### config.mk
export PLATFORM = sky130hd
export DESIGN_NAME = dma_chain_channel
export DESIGN_NICKNAME = d
export VERILOG_FILES = /design/src/rtl/dma_chain_pkg.sv /design/src/rtl/dma_req_pacer.sv /design/src/rtl/dma_desc_regs.sv /design/src/rtl/dma_chain_channel.sv
export SDC_FILE = /design/constraint.sdc
export NUM_CORES = 1
export LEC_CHECK = 0
export BUFFER_PORTS_ARGS = -buffer_cell sky130_fd_sc_hd__buf_4
export CORE_ASPECT_RATIO = 1.75
export CORE_UTILIZATION = 45
export CTS_CLUSTER_SIZE = 24
export DETAILED_ROUTE_END_ITERATION = 16
export GPL_ROUTABILITY_DRIVEN = 0
export SETUP_SLACK_MARGIN = 0.4
export SLEW_MARGIN = 25
export SYNTH_ARGS = -nofsm -noshare
export SYNTH_HDL_FRONTEND = slang
export SYNTH_SLANG_ARGS = --single-unit
### constraint.sdc
create_clock -name clk -period 3.7 [get_ports clk]
set_input_delay 0.37 -clock clk [delete_from_list [all_inputs] [get_ports clk]]
set_output_delay 0.37 -clock clk [all_outputs]
set_load 0.02 [all_outputs]
### src/rtl/dma_chain_pkg.sv
package dma_chain_pkg;
  typedef enum logic [3:0] {
    ST_IDLE,
    ST_FETCH_REQ,
    ST_FETCH_WAIT,
    ST_BEAT_CHK,
    ST_RD_REQ,
    ST_RD_WAIT,
    ST_WR_REQ,
    ST_WR_WAIT,
    ST_NEXT
  } chan_state_e;

  // command word flag positions (byte count sits in the low half)
  localparam int FLAG_TINC   = 16;
  localparam int FLAG_FLOW   = 17;
  localparam int FLAG_FINAL  = 18;
  localparam int WORD_BYTES  = 4;
  localparam int DESC_WORDS  = 4;
endpackage

### src/rtl/dma_req_pacer.sv
module dma_req_pacer (
  input  logic clk,
  input  logic rst,
  input  logic clear,
  input  logic req_in,
  input  logic consume,
  output logic pend
);
  logic req_q;
  logic rise;

  assign rise = req_in & ~req_q;

  always_ff @(posedge clk) begin
    if (rst) begin
      req_q <= 1'b0;
      pend  <= 1'b0;
    end else begin
      req_q <= req_in;
      if (clear)        pend <= 1'b0;
      else if (rise)    pend <= 1'b1;
      else if (consume) pend <= 1'b0;
    end
  end
endmodule

### src/rtl/dma_desc_regs.sv
module dma_desc_regs
  import dma_chain_pkg::*;
#(
  parameter int ADDR_W = 32,
  parameter int LEN_W  = 16
) (
  input  logic              clk,
  input  logic              rst,
  input  logic              load_en,
  input  logic [1:0]        load_idx,
  input  logic [31:0]       load_word,
  input  logic              step_en,
  output logic [ADDR_W-1:0] link_addr,
  output logic [ADDR_W-1:0] src_addr,
  output logic [ADDR_W-1:0] tgt_addr,
  output logic [LEN_W-1:0]  bytes_left,
  output logic              tgt_inc,
  output logic              flow_thru,
  output logic              final_desc,
  output logic              no_bytes
);
  localparam logic [LEN_W-1:0]  LEN_STEP  = LEN_W'(WORD_BYTES);
  localparam logic [ADDR_W-1:0] ADDR_STEP = ADDR_W'(WORD_BYTES);

  assign no_bytes = (bytes_left == '0);

  always_ff @(posedge clk) begin
    if (rst) begin
      link_addr  <= '0;
      src_addr   <= '0;
      tgt_addr   <= '0;
      bytes_left <= '0;
      tgt_inc    <= 1'b0;
      flow_thru  <= 1'b0;
      final_desc <= 1'b0;
    end else if (load_en) begin
      case (load_idx)
        2'd0: link_addr <= load_word[ADDR_W-1:0];
        2'd1: src_addr  <= load_word[ADDR_W-1:0];
        2'd2: tgt_addr  <= load_word[ADDR_W-1:0];
        default: begin
          bytes_left <= load_word[LEN_W-1:0];
          tgt_inc    <= load_word[FLAG_TINC];
          flow_thru  <= load_word[FLAG_FLOW];
          final_desc <= load_word[FLAG_FINAL];
        end
      endcase
    end else if (step_en) begin
      src_addr <= src_addr + ADDR_STEP;
      if (tgt_inc) tgt_addr <= tgt_addr + ADDR_STEP;
      bytes_left <= (bytes_left <= LEN_STEP) ? '0 : bytes_left - LEN_STEP;
    end
  end
endmodule

### src/rtl/dma_chain_channel.sv
module dma_chain_channel
  import dma_chain_pkg::*;
#(
  parameter int ADDR_W = 32,
  parameter int LEN_W  = 16
) (
  input  logic              clk,
  input  logic              rst,
  input  logic              reg_we,
  input  logic              reg_sel,
  input  logic [31:0]       reg_wdata,
  input  logic              periph_req,
  output logic              mem_req_valid,
  input  logic              mem_req_ready,
  output logic              mem_req_write,
  output logic [ADDR_W-1:0] mem_req_addr,
  output logic [31:0]       mem_req_wdata,
  input  logic              mem_rsp_valid,
  input  logic [31:0]       mem_rsp_rdata,
  input  logic              mem_rsp_err,
  output logic              stat_busy,
  output logic              stat_done,
  output logic              stat_stopped,
  output logic              stat_error
);
  localparam int IDX_W = $clog2(DESC_WORDS);

  chan_state_e       st;
  logic              run_q;
  logic [ADDR_W-1:0] ptr_q;
  logic [IDX_W-1:0]  fidx;
  logic [IDX_W-1:0]  nidx;
  logic [ADDR_W-1:0] fetch_next;

  logic              pend;
  logic              consume;
  logic              load_en;
  logic              step_en;
  logic [ADDR_W-1:0] link_addr, src_addr, tgt_addr;
  logic [LEN_W-1:0]  bytes_left;
  logic              tgt_inc, flow_thru, final_desc, no_bytes;
  logic              rsp_ok, rsp_bad;

  assign nidx       = fidx + IDX_W'(1);
  assign fetch_next = ptr_q + {{(ADDR_W-IDX_W-2){1'b0}}, nidx, 2'b00};
  assign rsp_ok     = mem_rsp_valid & ~mem_rsp_err;
  assign rsp_bad    = mem_rsp_valid &  mem_rsp_err;
  assign consume    = (st == ST_BEAT_CHK) & run_q & ~no_bytes & ~flow_thru & pend;
  assign load_en    = (st == ST_FETCH_WAIT) & rsp_ok;
  assign step_en    = (st == ST_WR_WAIT) & rsp_ok;

  dma_req_pacer u_pacer (
    .clk     (clk),
    .rst     (rst),
    .clear   (st == ST_IDLE),
    .req_in  (periph_req),
    .consume (consume),
    .pend    (pend)
  );

  dma_desc_regs #(.ADDR_W(ADDR_W), .LEN_W(LEN_W)) u_desc (
    .clk        (clk),
    .rst        (rst),
    .load_en    (load_en),
    .load_idx   (fidx),
    .load_word  (mem_rsp_rdata),
    .step_en    (step_en),
    .link_addr  (link_addr),
    .src_addr   (src_addr),
    .tgt_addr   (tgt_addr),
    .bytes_left (bytes_left),
    .tgt_inc    (tgt_inc),
    .flow_thru  (flow_thru),
    .final_desc (final_desc),
    .no_bytes   (no_bytes)
  );

  always_ff @(posedge clk) begin
    if (rst) begin
      st            <= ST_IDLE;
      run_q         <= 1'b0;
      ptr_q         <= '0;
      fidx          <= '0;
      mem_req_valid <= 1'b0;
      mem_req_write <= 1'b0;
      mem_req_addr  <= '0;
      mem_req_wdata <= '0;
      stat_busy     <= 1'b0;
      stat_done     <= 1'b0;
      stat_stopped  <= 1'b0;
      stat_error    <= 1'b0;
    end else begin
      if (reg_we && reg_sel) run_q <= reg_wdata[0];
      if (reg_we && !reg_sel && st == ST_IDLE) ptr_q <= reg_wdata[ADDR_W-1:0];

      case (st)
        ST_IDLE: begin
          if (run_q) begin
            stat_busy     <= 1'b1;
            stat_done     <= 1'b0;
            stat_stopped  <= 1'b0;
            stat_error    <= 1'b0;
            fidx          <= '0;
            mem_req_valid <= 1'b1;
            mem_req_write <= 1'b0;
            mem_req_addr  <= ptr_q;
            st            <= ST_FETCH_REQ;
          end
        end
        ST_FETCH_REQ, ST_RD_REQ, ST_WR_REQ: begin
          if (mem_req_ready) begin
            mem_req_valid <= 1'b0;
            st <= (st == ST_FETCH_REQ) ? ST_FETCH_WAIT :
                  (st == ST_RD_REQ)    ? ST_RD_WAIT : ST_WR_WAIT;
          end
        end
        ST_FETCH_WAIT: begin
          if (rsp_ok) begin
            if (fidx == IDX_W'(DESC_WORDS - 1)) begin
              st <= ST_BEAT_CHK;
            end else begin
              fidx          <= nidx;
              mem_req_valid <= 1'b1;
              mem_req_write <= 1'b0;
              mem_req_addr  <= fetch_next;
              st            <= ST_FETCH_REQ;
            end
          end
        end
        ST_BEAT_CHK: begin
          if (!run_q) begin
            stat_busy    <= 1'b0;
            stat_stopped <= 1'b1;
            st           <= ST_IDLE;
          end else if (no_bytes) begin
            st <= ST_NEXT;
          end else if (flow_thru || pend) begin
            mem_req_valid <= 1'b1;
            mem_req_write <= 1'b0;
            mem_req_addr  <= src_addr;
            st            <= ST_RD_REQ;
          end
        end
        ST_RD_WAIT: begin
          if (rsp_ok) begin
            mem_req_valid <= 1'b1;
            mem_req_write <= 1'b1;
            mem_req_addr  <= tgt_addr;
            mem_req_wdata <= mem_rsp_rdata;
            st            <= ST_WR_REQ;
          end
        end
        ST_WR_WAIT: begin
          if (rsp_ok) st <= ST_BEAT_CHK;
        end
        ST_NEXT: begin
          if (final_desc) begin
            stat_busy <= 1'b0;
            stat_done <= 1'b1;
            run_q     <= 1'b0;
            st        <= ST_IDLE;
          end else if (!run_q) begin
            stat_busy    <= 1'b0;
            stat_stopped <= 1'b1;
            st           <= ST_IDLE;
          end else begin
            ptr_q         <= link_addr;
            fidx          <= '0;
            mem_req_valid <= 1'b1;
            mem_req_write <= 1'b0;
            mem_req_addr  <= link_addr;
            st            <= ST_FETCH_REQ;
          end
        end
        default: st <= ST_IDLE;
      endcase

      // an error response ends the chain from any waiting state
      if (rsp_bad && (st == ST_FETCH_WAIT || st == ST_RD_WAIT || st == ST_WR_WAIT)) begin
        mem_req_valid <= 1'b0;
        stat_busy     <= 1'b0;
        stat_error    <= 1'b1;
        run_q         <= 1'b0;
        st            <= ST_IDLE;
      end
    end
  end
endmodule

==> qor.csv <==
stage,metric,value,unit
setup_path,RR Endpoint,mem_req_addr[30],
logic_synthesis,cell with the most instances after synthesis,nand2_1,
setup_path,startpoint of the worst register-to-register path,fidx[1],
logic_synthesis,adder-cell share of the synthesized area,0.01390,
cells_and_area,area grow syn2layout,16.01,%
setup_path,Worst Path Arrival,3.51,ns
hold_path,Worst Hold Launch,periph_req,
logic_synthesis,"EDFF count, synth",0,
setup_path,crit path max fanout,8,
power_and_ir_drop,Combinational Power Share,0.116,
drt,Routed WL,41.52,mm
floorplanning,Initial Utilization,0.4588,
global_routing,vias in the first global route,11660,
cts,Post-CTS Hold Fix Bufs,0,
global_routing,first-pass GRT wire length,64.90,mm
logic_synthesis,post-synthesis mux area share,0.02882,
power_and_ir_drop,Seq pwr share,0.466,
logic_synthesis,top cell type's share of synthesized area,0.3695,
power_and_ir_drop,cell leakage power,5.188,nW
setup_path,crit path kind,reg -> reg,
logic_synthesis,Compound-Gate Fraction of Synth Area,0.2797,
cts,CTS tree,built,
logic_synthesis,area of the mapped netlist,12240,sq um
floorplanning,IO Count,142,
floorplanning,die area,27900,sq um
floorplanning,core area,26690,sq um
timing,Fin. Hold Viols,0,
logic_synthesis,largest family of logic cells by synthesized area,compound AO/OA/AOI/OAI gates,
logic_synthesis,syn nets,1675,
cells_and_area,Final Cell Area,14200,sq um
hold_path,Hold Crit Depth,2,
power_and_ir_drop,peak supply drop,0.2931,mV
logic_synthesis,Synthesis Warnings,0,
floorplanning,DIE HEIGHT,220.2,microns
logic_synthesis,main area contributors after synthesis,"dfxtp_1 37%, a21oi_1 7.4%, nand2_1 7.3%",
timing,hold slack,0.07066,ns
cells_and_area,diode count,0,
drt,drt first pass iters,6,
cts,CTS buffer count,23,
logic_synthesis,"Async S/R FF share, synth",0,
drt,DR vias,12430,
setup_path,Startpoint Class,register,
timing,setup ws final,0.5652,ns
cts,TritonCTS sink count,226,
drt,routed len/inst,20.82,microns
global_routing,Congestion Overflow GR,0,
cts,Clock Latency Late Sink,0.53,ns
cts,total setup buffers inserted after CTS,0,
logic_synthesis,xor and xnor area share after synthesis,0.005722,
logic_synthesis,"Top FF cell, synth",dfxtp_1,
logic_synthesis,Unique masters post-synth,84,
setup_path,CP Capture Type,register,
global_routing,antenna violations before repair,0,
logic_synthesis,most area-hungry cell type in the Yosys netlist,dfxtp_1,
run_status,status,completed,
cells_and_area,Final Net Count,1743,
timing,final setup fails,0,
setup_path,R2R depth,10,
timing,highest clock rate,319.0,MHz
timing,worst-margin pin slew,1.030,ns
drt,Post-DRT Antenna Nets,0,
hold_path,worst hold path type,in -> reg,
logic_synthesis,area share of and/or/nand/nor cells after synthesis,0.2470,
timing,RSZ-0062 raised after global routing,false,
timing,Setup TNS,0,ns
timing,Final Skew,0.01011,ns
timing,Rel. slew slack,0.3119,
cells_and_area,share of cells above drive strength 1,0.1509,
cts,Clock Tree Buf Depth,3,
timing,Final Critical Period,3.135,ns
place,Detailed Place HPWL,29.57,mm
drt,DRT iter0 DRCs,1164,
power_and_ir_drop,power density cells,393.8,nW/um^2
hold_path,hold endpoint,u_pacer.req_q,
cells_and_area,fill count,2696,
place,DP Worst Slack,0.5748,ns
power_and_ir_drop,Net Sw Power,1.460,mW
cts,H-tree levels,1,
power_and_ir_drop,internal power,4.133,mW
place,dpl cell area,13460,sq um
timing,max-slew violation count,0,
logic_synthesis,register area share after synthesis,0.3695,
drt,vias per inst,6.236,
cts,root buffer cell,clkbuf_16,
drt,DRC viols,0,
setup_path,CP required,4.08,ns
logic_synthesis,syn_area_per_cell,7.701,sq um
place,Port Buffers,141,
logic_synthesis,Synth top cells by count,"238 x nand2_1, 226 x dfxtp_1, 181 x a21oi_1",
logic_synthesis,Cells after Synth,1590,
power_and_ir_drop,Final Total Pwr,5.594,mW
setup_path,R2R setup slack,0.57,ns
global_routing,GRT Resource Usage Total,0.2951,
cts,"Reg clk slew, reported paths",0.06,ns
global_routing,largest net degree at the start of global routing,121,
floorplanning,# rows,79,
logic_synthesis,Synth Register Bits,226,
timing,period utilization,0.8472,
cts,PostCTS Resize Cnt,0,
floorplanning,Die W,126.7,microns
power_and_ir_drop,switching share of power,0.2611,
power_and_ir_drop,Clk network pwr share,0.418,
flow_run,Max Cap Viol,0,
==> cells by family (layout without fill, tap and decap cells) <==
kind of cell             count (synthesis)  after routing
XOR/XNOR                                 8              8
AND/OR/NAND/NOR                        631            631
AO/OA/AOI/OAI                          523            523
buffers and inverters                  154            234
flip-flops                             226            226
adder cells (fa/ha/maj)                 13             13
multiplexers                            35             35
==> cells in the final DEF (no fill, tap or decap), types with 20 or more instances in the layout <==
cell type | synthesis | final
a31oi_1 | 23 | 23
clkbuf_16 | 0 | 23
a22oi_1 | 29 | 29
nor2_1 | 155 | 155
dfxtp_1 | 226 | 225
and3_1 | 22 | 22
buf_4 | 9 | 175
nand4_1 | 20 | 20
o21ai_0 | 79 | 79
mux2i_1 | 33 | 33
nand2_1 | 238 | 238
nor3_1 | 52 | 52
a21oi_1 | 181 | 180
a211oi_1 | 63 | 63
nand3_1 | 58 | 58
==> worst max-delay path by stage <==
stage / slack [ns] / end / startpoint / cells after the start
final: 0.57 / mem_req_addr[30] / fidx[1] / 10
after global placement: 0.67 / mem_req_addr[30] / fidx[0] / 10
after floorplan: 0.87 / mem_req_addr[30] / fidx[0] / 10
after global routing: 0.46 / mem_req_addr[30] / fidx[1] / 10
after detailed placement: 0.57 / mem_req_addr[30] / fidx[0] / 10
after CTS: 0.57 / mem_req_addr[30] / fidx[0] / 10
==> worst max-delay path: stages, from the launching register on <==
cell,delay (ns)
dfxtp_1,0.40
inv_1,0.10
ha_1,0.34
inv_1,0.07
fa_1,0.46
nand4b_4,0.27
or4_4,0.61
nor3_2,0.21
xor2_1,0.09
a221oi_1,0.32
a211oi_2,0.12
==> cell type report <==
cell class                 count  area, sq um  share of cell area
clock buffer                  30        641.9             0.04519
timing repair buffer         179         1385             0.09751
tap                          324        405.4             0.02854
sequential                   226         4526              0.3186
clock inverter                 7        85.08            0.005990
inverter                      18        67.56            0.004756
multi-input combinational   1210         7094              0.4994
==> flip-flops by register name (all words and copies together), names as in the netlist, 2 cells and up <==
signal	cells
mem_req_addr	32
mem_req_wdata	32
ptr_q	32
u_desc.link_addr	32
u_desc.src_addr	32
u_desc.tgt_addr	32
u_desc.bytes_left	16
st	4
fidx	2
==> metrics by stage <==
stage               std cells    util
floorplan                1590       -
global placement         1957  0.5044
detailed placement       1957  0.5044
CTS                      1994  0.5316
global route             1994  0.5323
finish                   1994  0.5323
==> power by group through the flow <==
stage	sequential (mW)	combinational, mW	clock [mW]
final	2.61	0.649	2.34
after global routing	2.62	0.700	2.48
after CTS	2.61	0.649	2.38
after detailed placement	2.66	0.646	0
after global placement	2.66	0.642	0
after floorplan	2.68	0.353	0
==> per-layer routing <==
metal / share of wire / up-vias / track usage
met4: 0.043 / 0 / 0.1492
met2: 0.48 / 485 / 0.4978
li1: - / 5986 / -
met3: 0.060 / 109 / 0.02901
met5: 0 / - / 0
met1: 0.42 / 5854 / 0.3758
(Power assumes the default switching activity.)
